===== config.mk =====
export PLATFORM = sky130hd
export DESIGN_NAME = flash_susp_seq
export DESIGN_NICKNAME = d
export VERILOG_FILES = /design/src/rtl/flash_susp_pkg.sv /design/src/rtl/flash_susp_decode.sv /design/src/rtl/flash_susp_timer.sv /design/src/rtl/flash_susp_ctrl.sv /design/src/rtl/flash_susp_seq.sv
export SDC_FILE = /design/constraint.sdc
export NUM_CORES = 1
export LEC_CHECK = 0
export ABC_CLOCK_PERIOD_IN_PS = 2400
export BUFFER_PORTS_ARGS = -buffer_cell sky130_fd_sc_hd__buf_2
export CAP_MARGIN = 40
export CORE_UTILIZATION = 55
export CTS_BUF_LIST = sky130_fd_sc_hd__clkbuf_2
export DETAILED_ROUTE_END_ITERATION = 10
export HOLD_SLACK_MARGIN = 0.1
export MAX_ROUTING_LAYER = met4
export PLACE_DENSITY = 0.77
export SYNTH_ARGS = -nofsm -noshare
export SYNTH_HDL_FRONTEND = slang
export SYNTH_HIERARCHICAL = 1
export SYNTH_SLANG_ARGS = --single-unit

===== constraint.sdc =====
create_clock -name clk -period 2.4 [get_ports clk]
set_input_delay 0.48 -clock clk [delete_from_list [all_inputs] [get_ports clk]]
set_output_delay 0.48 -clock clk [all_outputs]
set_load 0.01 [all_outputs]

===== src/rtl/flash_susp_pkg.sv =====
package flash_susp_pkg;

   typedef enum logic [1:0] {
      OPK_NONE       = 2'd0,
      OPK_SECT_ERASE = 2'd1,
      OPK_BLK_ERASE  = 2'd2,
      OPK_PAGE_PROG  = 2'd3
   } op_kind_e;

   typedef enum logic [1:0] {
      PH_RUN    = 2'd0,
      PH_SETTLE = 2'd1,
      PH_HELD   = 2'd2
   } phase_e;

   localparam logic [7:0] OPC_SUSPEND = 8'hB0;
   localparam logic [7:0] OPC_RESUME  = 8'h30;

   // Converts microseconds to clock cycles, rounding up.
   function automatic longint unsigned us_to_cycles(input longint unsigned hz,
                                                    input longint unsigned us);
      return (hz * us + 64'd999_999) / 64'd1_000_000;
   endfunction

endpackage


===== src/rtl/flash_susp_decode.sv =====
module flash_susp_decode
   import flash_susp_pkg::*;
#(
   parameter int OPC_W         = 8,
   parameter bit PROG_SUSPENDS = 1'b1
) (
   input  logic             cmd_valid,
   input  logic [OPC_W-1:0] cmd_opcode,
   input  logic             op_busy,
   input  logic [1:0]       op_kind,
   output logic             susp_req,
   output logic             resume_req,
   output logic             susp_is_erase
);

   logic kind_erase;
   logic kind_prog;
   logic kind_ok;

   assign kind_erase = (op_kind == OPK_SECT_ERASE) || (op_kind == OPK_BLK_ERASE);
   assign kind_prog  = (op_kind == OPK_PAGE_PROG);

   // The parameter decides whether a page program may be suspended.
   generate
      if (PROG_SUSPENDS) begin : g_prog_ok
         assign kind_ok = kind_erase || kind_prog;
      end else begin : g_erase_only
         assign kind_ok = kind_erase;
      end
   endgenerate

   assign susp_req      = cmd_valid && (cmd_opcode == OPC_W'(OPC_SUSPEND)) && op_busy && kind_ok;
   assign resume_req    = cmd_valid && (cmd_opcode == OPC_W'(OPC_RESUME));
   assign susp_is_erase = kind_erase;

endmodule


===== src/rtl/flash_susp_timer.sv =====
module flash_susp_timer #(
   parameter int LOAD = 4,
   parameter int W    = (LOAD < 2) ? 1 : $clog2(LOAD + 1)
) (
   input  logic clk,
   input  logic rst_n,
   input  logic start,
   output logic busy,
   output logic last
);

   // A window of zero cycles needs no counter.
   generate
      if (LOAD == 0) begin : g_none
         assign busy = 1'b0;
         assign last = 1'b0;
      end else begin : g_count
         logic [W-1:0] cnt;
         always_ff @(posedge clk or negedge rst_n) begin
            if (!rst_n) begin
               cnt <= '0;
            end else if (start) begin
               cnt <= W'(LOAD);
            end else if (cnt != '0) begin
               cnt <= cnt - 1'b1;
            end
         end
         assign busy = (cnt != '0);
         assign last = (cnt == W'(1));
      end
   endgenerate

endmodule


===== src/rtl/flash_susp_ctrl.sv =====
module flash_susp_ctrl
   import flash_susp_pkg::*;
(
   input  logic clk,
   input  logic rst_n,
   input  logic susp_req,
   input  logic resume_req,
   input  logic susp_is_erase,
   input  logic settle_last,
   input  logic gap_busy,
   output logic settle_start,
   output logic gap_start,
   output logic erase_susp,
   output logic prog_susp,
   output logic susp_ready,
   output logic pause_stb,
   output logic continue_stb,
   output logic wel_clr_stb
);

   phase_e phase;
   logic   take_susp;
   logic   take_res;

   assign take_susp    = susp_req && (phase == PH_RUN) && !gap_busy;
   assign take_res     = resume_req && (phase == PH_HELD);
   assign settle_start = take_susp;
   assign gap_start    = take_res;

   always_ff @(posedge clk or negedge rst_n) begin
      if (!rst_n) begin
         phase        <= PH_RUN;
         erase_susp   <= 1'b0;
         prog_susp    <= 1'b0;
         susp_ready   <= 1'b0;
         pause_stb    <= 1'b0;
         continue_stb <= 1'b0;
         wel_clr_stb  <= 1'b0;
      end else begin
         pause_stb    <= take_susp;
         wel_clr_stb  <= take_susp;
         continue_stb <= take_res;
         unique case (phase)
            PH_RUN: begin
               if (take_susp) begin
                  phase      <= PH_SETTLE;
                  erase_susp <= susp_is_erase;
                  prog_susp  <= !susp_is_erase;
               end
            end
            PH_SETTLE: begin
               if (settle_last) begin
                  phase      <= PH_HELD;
                  susp_ready <= 1'b1;
               end
            end
            PH_HELD: begin
               if (take_res) begin
                  phase      <= PH_RUN;
                  erase_susp <= 1'b0;
                  prog_susp  <= 1'b0;
                  susp_ready <= 1'b0;
               end
            end
            default: phase <= PH_RUN;
         endcase
      end
   end

endmodule


===== src/rtl/flash_susp_seq.sv =====
module flash_susp_seq
   import flash_susp_pkg::*;
#(
   parameter longint CLK_HZ        = 100_000_000,
   parameter int     SETTLE_US     = 20,
   parameter int     GAP_US        = 1000,
   parameter bit     PROG_SUSPENDS = 1'b1
) (
   input  logic       clk,
   input  logic       rst_n,
   input  logic       cmd_valid,
   input  logic [7:0] cmd_opcode,
   input  logic       op_busy,
   input  logic [1:0] op_kind,
   output logic       erase_susp,
   output logic       prog_susp,
   output logic       susp_ready,
   output logic       pause_stb,
   output logic       continue_stb,
   output logic       wel_clr_stb
);

   localparam int SETTLE_CYC = int'(us_to_cycles(CLK_HZ, SETTLE_US));
   localparam int GAP_CYC    = int'(us_to_cycles(CLK_HZ, GAP_US));

   generate
      if (SETTLE_CYC < 2) begin : g_bad_settle
         $error("settling window must span at least two cycles");
      end
      if (GAP_CYC < 2) begin : g_bad_gap
         $error("resume spacing must span at least two cycles");
      end
   endgenerate

   logic susp_req, resume_req, susp_is_erase;
   logic settle_start, settle_busy, settle_last;
   logic gap_start, gap_busy, gap_last;

   flash_susp_decode #(
      .OPC_W        (8),
      .PROG_SUSPENDS(PROG_SUSPENDS)
   ) u_decode (
      .cmd_valid    (cmd_valid),
      .cmd_opcode   (cmd_opcode),
      .op_busy      (op_busy),
      .op_kind      (op_kind),
      .susp_req     (susp_req),
      .resume_req   (resume_req),
      .susp_is_erase(susp_is_erase)
   );

   // Loaded with the full count: ready rises SETTLE_CYC edges after the accept.
   flash_susp_timer #(.LOAD(SETTLE_CYC)) u_settle (
      .clk  (clk),
      .rst_n(rst_n),
      .start(settle_start),
      .busy (settle_busy),
      .last (settle_last)
   );

   // Loaded one short: suspend reopens exactly GAP_CYC edges after the resume.
   flash_susp_timer #(.LOAD(GAP_CYC - 1)) u_gap (
      .clk  (clk),
      .rst_n(rst_n),
      .start(gap_start),
      .busy (gap_busy),
      .last (gap_last)
   );

   flash_susp_ctrl u_ctrl (
      .clk          (clk),
      .rst_n        (rst_n),
      .susp_req     (susp_req),
      .resume_req   (resume_req),
      .susp_is_erase(susp_is_erase),
      .settle_last  (settle_last),
      .gap_busy     (gap_busy),
      .settle_start (settle_start),
      .gap_start    (gap_start),
      .erase_susp   (erase_susp),
      .prog_susp    (prog_susp),
      .susp_ready   (susp_ready),
      .pause_stb    (pause_stb),
      .continue_stb (continue_stb),
      .wel_clr_stb  (wel_clr_stb)
   );

   logic unused_ok;
   assign unused_ok = &{1'b0, settle_busy, gap_last};

endmodule


==> flow_summary.toml, run 1 <==
[floorplanning]
die_w_um = 62.1
core_um2 = 3390
rows = 21
io_pins = 20
dieArea_um2 = 3850
die_h_um = 62.1
start_util_pct = 58.5

[detailed_routing]
ant_nets = 0
routedWlPerCell_um = 16.2
remaining_drc_errors = 0
drtIter0Drc = 135
first_pass_iters = 5
vias = 1673
via_per_inst = 6.11
drt_wl_total_um = 4450

[sta]
setup_viol_count_final = 0
skew_ns = 0.0170
layout_min_cycle_time_ns = 2.29
tightest_slew_ns = 0.772
max_slew_margin_pct = 48.5
hold_violations = 0
setup_slack_ns = 0.110
whs_ns = 0.133
rsz0062_at_grt = "no"
slew_violations = 0
finalCritPeriodShare_pct = 95.4
fmax_ghz = 0.437

[synth]
postSynthAreaPerCell_um2 = 10.1
synthesis.area_um2 = 1980
syn-instance-count = 197
yosysWarnings = 6
synthesis.nets = 215

[layout]
fillerInstances = 277
fin_util_pct = 65.5
final_cells = 274
finish.instance_area_um2 = 2220
syn_to_final_growth_pct = 11.9
layout.nets = 246
drive_gt1_share_pct = 25.9
diodes = 0

[clocking]
root_buffer = "clkbuf_2"
tritoncts = "built"
clk_latency_ns = 0.39
post_cts_buffers = 0
ctsHtreeMaxLevel = 2
cts.sinks = 35
cts.clk_slew.worst_paths_ns = 0.18
cts_made_buffers = 5
cts_hold_buf = 0
post_cts.resized_instances = 0
cts_buffer_depth = 2

[setup_path]
path_cells = "inv_1 > ha_1 > nor4b_4 > nand4_1 > or4b_4 > clkinv_2 > inv_1 > o311ai_0 > o31ai_1"
worstSetupStartpointType = "flip-flop"
crit_arrival_ns = 2.57
crit_type = "reg2reg"
required_ns = 2.68
cp_slowest_cell = "or4b_4"
crit_path_frequent_cell = "inv_1"
cp_max_fo = 9
endpoint_kind = "flip-flop"
critical_path_buf_inv_count = 3
critPathMaxStageDelay_ns = 0.53
critical_path.top_delay_family = "simple AND/OR/NAND/NOR gates"

[placement]
detailed_place_hpwl_um = 3220
gp_congestion = 0.909
placed_area_um2 = 2180
dp_cells = 267
pre_cts_ws_ns = -0.0462
portBuffers = 19

[grt]
grt_use_total_pct = 27.6
globalRouteOverflowTotal = 0
grt_max_degree = 36
grt_pass1_wl_um = 7290
antenna_found_initial = 0
grt_pass1_vias = 1672

[outcome]
outcome = "complete, no violations"

[power]
ir_worst_vdd_mv = 0.279
p_leak_uw = 0.000904
power_density_nw_per_um2 = 500

[worst_hold_path]
min_path_type = "in2async"

[run]
drv_cap = 0
[path summary, 6_finish.rpt]
check                                                end  depth (start not counted)  slack (ns)                 start
worst max-delay path             u_settle/g_count.cnt[3]                          9        0.11  u_gap/g_count.cnt[0]
worst min-delay path            u_settle/g_count.cnt[10]                          1        0.13                 rst_n
worst max register to register   u_settle/g_count.cnt[3]                          9        0.11  u_gap/g_count.cnt[0]
worst min register to register          u_ctrl/prog_susp                          1        0.52      u_ctrl/prog_susp
max in group asynchronous          u_gap/g_count.cnt[14]                          1        1.77                 rst_n
min in group clk                        u_ctrl/prog_susp                          4        0.44            op_kind[1]
[layout make-up]
type	count	area [um^2]	area share, %
multi-input combinational	143	1020	46.0
sequential	35	876	39.5
timing repair buffer	31	185	8.34
tap	46	57.6	2.59
inverter	12	46.3	2.09
clock buffer	5	25.0	1.13
clock inverter	2	8.76	0.395
[through the flow]
step,TNS (ns),power [uW]
floorplan,0,798
global placement,0,836
detailed placement,-0.112,856
CTS,0,1120
global route,0,1170
finish,0,1110
[where the power goes]
group / internal (uW) / leakage, uW / total, uW / switching [uW]
logic: 65.5 / 0.000486 / 134 / 68.5
registers: 640 / 0.000392 / 714 / 74.5
clock network: 61.5 / 0.0000262 / 262 / 200
total: 767 / 0.000904 / 1110 / 343
[per-layer routing]
metal / global-route usage [%] / part of all wire (%) / up-vias
li1: - / - / 793
met1: 32.4 / 44 / 825
met2: 44.1 / 50 / 53
met3: 9.11 / 5.6 / 2
met4: 9.84 / 0.43 / 0
met5: - / 0 / -
[cells in the final DEF (no fill, tap or decap), drive strengths merged, types with 2 or more instances in the layout]
cell type  instances
o21ai             13
buf               31
nor3b              2
nor4b              2
mux2               4
o311ai             2
clkbuf             5
o41ai              2
a211oi             2
nor3               4
nand2b             2
or4                7
nor2b              6
a21oi              8
dfrtp             35
or4b               3
nor4               8
nand3              6
nand3b             2
nand2             11
ha                 4
nor2              16
or2b               2
clkinv             4
or3               11
inv               10
o31ai              5
o211ai             5
nand4              3
and3b              2
[state kept, by name, indices dropped and copies added (netlist names)]
name                  count
u_ctrl/erase_susp         1
u_ctrl/susp_ready         1
u_ctrl/continue_stb       1
u_ctrl/wel_clr_stb        1
u_ctrl/prog_susp          1
u_ctrl/phase              2
u_settle/g_count.cnt     11
u_gap/g_count.cnt        17
Power figures use the tool's default switching activity.
==> run 2, diff against run 1 <==
--- a/config.mk
+++ b/config.mk
@@ -14,6 +14,7 @@
 export HOLD_SLACK_MARGIN = 0.1
 export MAX_ROUTING_LAYER = met4
 export PLACE_DENSITY = 0.77
+export REMOVE_ABC_BUFFERS = 1
 export SYNTH_ARGS = -nofsm -noshare
 export SYNTH_HDL_FRONTEND = slang
 export SYNTH_HIERARCHICAL = 1
==> run 2 against run 1 <==
  * Global-route usage decreased by 2.3 points
  * Register-to-register slack better by 0.03 ns
  * Critical path type unchanged
  * Critical path depth is 1 lower
  * Sequential share of layout area shrank 0.83 points
  * Design area grew 2.1%
  * Clock skew increased by 0.0069 ns
  * Largest cell class unchanged
  * Sequential power hardly changed
==> flow_summary.toml, run 2 (same netlist as run 1, synthesis figures left out) <==
[sta]
whs_ns = 0.144
layout_min_cycle_time_ns = 2.26
fmax_ghz = 0.443
tightest_slew_ns = 0.775
setup_viol_count_final = 0
slew_violations = 0
max_slew_margin_pct = 48.3
setup_slack_ns = 0.144
hold_violations = 0
finalCritPeriodShare_pct = 94.0
skew_ns = 0.0239

[layout]
diodes = 0
drive_gt1_share_pct = 27.9
syn_to_final_growth_pct = 14.2
largest_register_ffs = 17
final_cell_mix = "35 x dfrtp_1, 19 x buf_2, 16 x nor2_1"
finish.instance_area_um2 = 2270
layout.nets = 250
reg.largest.list = "u_gap/g_count.cnt x17, u_settle/g_count.cnt x11, u_ctrl/phase x2"
regMostFlops = "u_gap/g_count.cnt"
final_common_cell = "dfrtp_1"
fillerInstances = 272

[clocking]
ctsHtreeMaxLevel = 2
cts.clk_slew.worst_paths_ns = 0.18
clk_latency_ns = 0.38
tritoncts = "built"
root_buffer = "clkbuf_2"
cts.sinks = 35
cts_made_buffers = 5
cts_buffer_depth = 2

[outcome]
outcome = "complete, no violations"

[detailed_routing]
remaining_drc_errors = 0
drt_wl_total_um = 4310
vias = 1691
drtIter0Drc = 124
first_pass_iters = 4
via_per_inst = 6.06
routedWlPerCell_um = 15.5
ant_nets = 0

[setup_path]
crit_arrival_ns = 2.53
cp_max_fo = 5
critPathMaxStageDelay_ns = 0.63
path_cells = "inv_2 > ha_4 > nor4b_4 > nand4_1 > or4b_4 > clkinv_4 > nor2_1 > mux2_2"
rrSetupSlack_ns = 0.14
worstSetupStartpointType = "flip-flop"
reg2regPathDepth = 8
required_ns = 2.67
crit_type = "reg2reg"
rr_endpoint = "u_settle/g_count.cnt[5]"
r2r_start = "u_gap/g_count.cnt[0]"
endpoint_kind = "flip-flop"
cp_slowest_cell = "or4b_4"

[run]
drv_cap = 0

[grt]
grt_max_degree = 36
antenna_found_initial = 0
grt_pass1_vias = 1531
grt_pass1_wl_um = 6780
grt_util_met2_pct = 41.5
globalRouteOverflowTotal = 0
grtUsageMet3_pct = 6.21
gr-max-usage-layer = "met2"
grt_use_total_pct = 25.3
grt_use_met1_pct = 30.4

[power]
ir_worst_vdd_mv = 0.303
p_leak_uw = 0.000927
total_power_uw = 1100
power_density_nw_per_um2 = 487

[floorplanning]
dieArea_um2 = 3850
core_um2 = 3390
die_w_um = 62.1
die_h_um = 62.1
io_pins = 20
rows = 21
start_util_pct = 58.5

[placement]
placed_area_um2 = 2170
detailed_place_hpwl_um = 3120
pre_cts_ws_ns = -0.0609
portBuffers = 19
gp_congestion = 0.907

[worst_hold_path]
min_path_type = "in2async"
run 2: cell types whose count changed in the layout (fill, tap and decap cells not counted):
cell | before | now
inv_1 | 10 | 9
ha_4 | 0 | 1
clkinv_4 | 0 | 1
ha_1 | 4 | 3
clkinv_2 | 2 | 1
clkinv_1 | 2 | 3
inv_2 | 0 | 1
buf_4 | 12 | 15
clkbuf_2 | 5 | 6
run 2: worst max-delay path by stage:
| stage | to | slack (ns) | startpoint | depth (start not counted) |
|---|---|---|---|---|
| floorplan | u_settle/g_count.cnt[3] | 0.08 | cmd_opcode[6] | 7 |
| global placement | u_settle/g_count.cnt[5] | -0.007 | cmd_opcode[6] | 7 |
| detailed placement | u_settle/g_count.cnt[5] | -0.06 | cmd_opcode[6] | 7 |
| CTS | u_settle/g_count.cnt[5] | 0.02 | u_gap/g_count.cnt[0] | 8 |
| global route | u_settle/g_count.cnt[5] | -0.002 | u_gap/g_count.cnt[1] | 8 |
| finish | u_settle/g_count.cnt[5] | 0.14 | u_gap/g_count.cnt[0] | 8 |
run 2: per-layer routing:
layer | part of all wire [%] | routed length [um]
met3 | 4.3 | 187
met5 | 0 | 0
met4 | 0.97 | 42
met1 | 41 | 1780
met2 | 53 | 2300
run 2: stage by stage:
stage	TNS (ns)	utilization, %	cells
floorplan	0	-	190
global placement	-0.00673	64.0	266
detailed placement	-0.159	64.0	266
CTS	0	65.1	274
global route	-0.00184	66.9	279
finish	0	66.9	279
run 2: area by class of cell:
class	instances	area [um^2]	share of cell area, %
well taps	46	57.6	2.54
clock buffers	6	30.0	1.32
repair buffers	34	208	9.16
clock inverters	2	7.51	0.331
inverters	12	50.0	2.21
multi-input cells	143	1030	45.6
flip-flops and latches	35	876	38.6
repair inverters	1	5.00	0.221
run 2: power breakdown:
| part | internal (uW) | total [uW] | switching [uW] | leakage (uW) |
|---|---|---|---|---|
| clock | 70.1 | 258 | 188 | 0.0000281 |
| sequential | 640 | 717 | 77.1 | 0.000392 |
| combinational | 65.3 | 129 | 63.7 | 0.000507 |
run 2: timing repair:
| item | in CTS | in global routing |
|---|---|---|
| hold buffers | 0 | 0 |
| buffers inserted | 0 | 4 |
| resized for setup | 0 | 7 |
| endpoints found under the setup margin | 0 | 12 |
run 2: worst max-delay path: cells and delay by family (launching register included):
| family | cells | cell delay (ns) |
|---|---|---|
| multiplexers | 1 | 0.26 |
| adder cells (fa/ha/maj) | 1 | 0.14 |
| flip-flops | 1 | 0.44 |
| buffers and inverters | 2 | 0.20 |
| AND/OR/NAND/NOR | 4 | 1.12 |
==> run 3, diff against run 2 <==
--- a/config.mk
+++ b/config.mk
@@ -8,14 +8,14 @@
 export ABC_CLOCK_PERIOD_IN_PS = 2400
 export BUFFER_PORTS_ARGS = -buffer_cell sky130_fd_sc_hd__buf_2
 export CAP_MARGIN = 40
-export CORE_UTILIZATION = 55
-export CTS_BUF_LIST = sky130_fd_sc_hd__clkbuf_2
+export CELL_PAD_IN_SITES_DETAIL_PLACEMENT = 0
+export CELL_PAD_IN_SITES_GLOBAL_PLACEMENT = 1
+export CORE_UTILIZATION = 41
 export DETAILED_ROUTE_END_ITERATION = 10
 export HOLD_SLACK_MARGIN = 0.1
 export MAX_ROUTING_LAYER = met4
-export PLACE_DENSITY = 0.77
+export PLACE_DENSITY = 0.74
 export REMOVE_ABC_BUFFERS = 1
 export SYNTH_ARGS = -nofsm -noshare
 export SYNTH_HDL_FRONTEND = slang
-export SYNTH_HIERARCHICAL = 1
 export SYNTH_SLANG_ARGS = --single-unit
==> run 3 against run 2 <==
  * Combinational power down 78%
  * Design area rose by 0.94%
  * Synthesized cell count grew 6.6%
  * Sequential power shrank 18%
  * Die area grew 36%
  * Total power fell by 7.2%
  * Critical path type unchanged
  * Critical endpoint is now u_gap.g_count.cnt[10]
  * Largest cell class unchanged
==> flow_summary.toml, run 3 <==
[setup_path]
rr_endpoint = "u_gap.g_count.cnt[10]"
critPathMaxStageDelay_ns = 0.43
crit_arrival_ns = 2.24
path_cells = "inv_1 > ha_1 > nor3b_2 > and3_1 > buf_4 > nor3_1 > or3b_1"
cp_max_fo = 13
reg2regPathDepth = 7
startpoint = "u_gap.g_count.cnt[0]"
rrSetupSlack_ns = 0.32
worstSetupStartpointType = "flip-flop"
r2r_start = "u_gap.g_count.cnt[0]"
cp_slowest_cell = "nor3b_2"
crit_type = "reg2reg"
endpoint_kind = "flip-flop"
required_ns = 2.56

[clocking]
cts.sinks = 35
clk_latency_ns = 0.28
cts_hold_buf = 0
cts_made_buffers = 5
root_buffer = "clkbuf_8"
tritoncts = "built"
cts.clk_slew.worst_paths_ns = 0.07
post_cts_buffers = 0
post_cts.resized_instances = 0
cts_buffer_depth = 2
ctsHtreeMaxLevel = 2

[detailed_routing]
drt_wl_total_um = 4460
first_pass_iters = 4
routedWlPerCell_um = 14.8
remaining_drc_errors = 0
ant_nets = 0
drtIter0Drc = 69
vias = 1699
via_per_inst = 5.63

[grt]
grt_max_degree = 36
globalRouteOverflowTotal = 0
grt_pass1_vias = 1511
antenna_found_initial = 0
grt_pass1_wl_um = 7490
grt_use_total_pct = 19.3

[sta]
finalCritPeriodShare_pct = 86.9
tightest_slew_ns = 0.798
max_slew_margin_pct = 46.8
setup_viol_count_final = 0
layout_min_cycle_time_ns = 2.08
rsz0062_at_grt = "no"
hold_violations = 0
fmax_ghz = 0.480
slew_violations = 0
skew_ns = 0.00597
fin_setup_tns_ns = 0

[synth]
ys_seq_area_share_pct = 43.1
yosysTopAreaCellShare_pct = 43.1
yosysWarnings = 0
synth-async-reset-ratio_pct = 100
postSynthAreaPerCell_um2 = 9.67
synth_enable_flop_cells = 0
synthFlopType = "dfrtp_1"
syn-instance-count = 210
yosys.area.top_type = "dfrtp_1"
yosys.cell_count.top_type = "dfrtp_1"
ys_types = 53
synth.top_cells.by_area = "dfrtp_1 43%, ha_1 3.7%, nor2_1 3.3%, o31ai_1 3.3%, nor3_1 3.0%"
synth_common_cells = "35 x dfrtp_1, 18 x nor2_1, 12 x nor3_1"
synthesis.area_um2 = 2030
synth_seq_cells = 35

[power]
power_density_nw_per_um2 = 448
p_leak_uw = 0.000915
ir_worst_vdd_mv = 0.191

[layout]
drive_gt1_share_pct = 19.1
fillerInstances = 488
largest_register_ffs = 17
diodes = 0
syn_to_final_growth_pct = 12.7
reg.largest.list = "u_gap.g_count.cnt x17, u_settle.g_count.cnt x11, u_ctrl.phase x2"
final_cell_mix = "35 x dfrtp_1, 19 x buf_2, 18 x nor2_1"
regMostFlops = "u_gap.g_count.cnt"
layout.nets = 254
finish.instance_area_um2 = 2290
final_common_cell = "dfrtp_1"

[outcome]
outcome = "complete, no violations"

[floorplanning]
rows = 25
die_h_um = 72.4
start_util_pct = 42.7
io_pins = 20
dieArea_um2 = 5240
core_um2 = 4750
die_w_um = 72.4

[worst_hold_path]
min_path_type = "in2async"

[placement]
portBuffers = 19
placed_area_um2 = 2210
gp_congestion = 0.814
detailed_place_hpwl_um = 3160

[run]
drv_cap = 0
## run 3: cell count changes in the layout (fill, tap and decap cells not counted), moves of 4 or more
| cell | before | now |
|---|---|---|
| nor2b_1 | 6 | 1 |
| nor4_2 | 5 | 0 |
| clkbuf_8 | 0 | 5 |
| mux2i_1 | 1 | 5 |
| or3_1 | 10 | 2 |
| nor3_1 | 3 | 12 |
| buf_4 | 15 | 6 |
| clkbuf_2 | 6 | 0 |
| o31ai_1 | 5 | 9 |
## run 3: kinds of logic after synthesis
family                   count (synthesis)  share of synthesized area (%)
multiplexers                             5                           2.46
XOR/XNOR                                 4                           1.73
AO/OA/AOI/OAI                           47                           15.5
flip-flops                              35                           43.1
AND/OR/NAND/NOR                         94                           29.1
buffers and inverters                   19                           4.37
adder cells (fa/ha/maj)                  6                           3.70
## run 3: layer usage
| layer | vias to the layer above | wire length (um) | GRT usage, % |
|---|---|---|---|
| li1 | 842 | - | - |
| met1 | 815 | 2330 | 27.8 |
| met2 | 36 | 1900 | 26.5 |
| met3 | 6 | 167 | 4.58 |
| met4 | 0 | 68 | 6.54 |
| met5 | - | 0 | - |
## run 3: per-stage QoR
| step | hold WS (ns) | cells | total power, uW | setup slack, ns | util (%) |
|---|---|---|---|---|---|
| final | 0.286 | 302 | 1020 | 0.316 | 48.1 |
| after global routing | 0.347 | 302 | 1080 | 0.147 | 48.1 |
| after CTS | 0.307 | 302 | 1040 | 0.307 | 48.1 |
| after detailed placement | 0.517 | 294 | 631 | 0.308 | 46.4 |
| after global placement | 0.512 | 294 | 631 | 0.377 | 46.4 |
| after floorplan | 0.184 | 202 | 607 | 0.427 | - |
## run 3: power breakdown
group | leakage [uW] | switching [uW] | internal [uW]
Clock | 0.0000422 | 202 | 203
Combinational | 0.000491 | 17.6 | 11.0
Sequential | 0.000382 | 0.0645 | 590
## run 3: worst max-delay path by stage
stage | endpoint | slack, ns | cells after the start
floorplan | u_gap.g_count.cnt[10] | 0.43 | 6
global placement | u_gap.g_count.cnt[10] | 0.38 | 7
detailed placement | u_gap.g_count.cnt[10] | 0.31 | 7
CTS | u_gap.g_count.cnt[10] | 0.31 | 7
global route | u_gap.g_count.cnt[10] | 0.15 | 7
finish | u_gap.g_count.cnt[10] | 0.32 | 7
## run 3: final cells by class
class	count	area [um^2]	share of cell area, %
Inverter	11	41.3	1.80
Sequential cell	35	876	38.3
Tap cell	67	83.8	3.66
Clock inverter	1	5.00	0.219
Clock buffer	7	76.3	3.34
Multi-Input combinational cell	156	1070	46.6
Timing Repair Buffer	25	140	6.12
## run 3: worst max-delay path, delay by kind of cell (launching register included)
kind	cells	cell delay, ns
fa+ha+maj	1	0.19
buf+inv	2	0.29
flops	1	0.42
simple gates	4	1.06
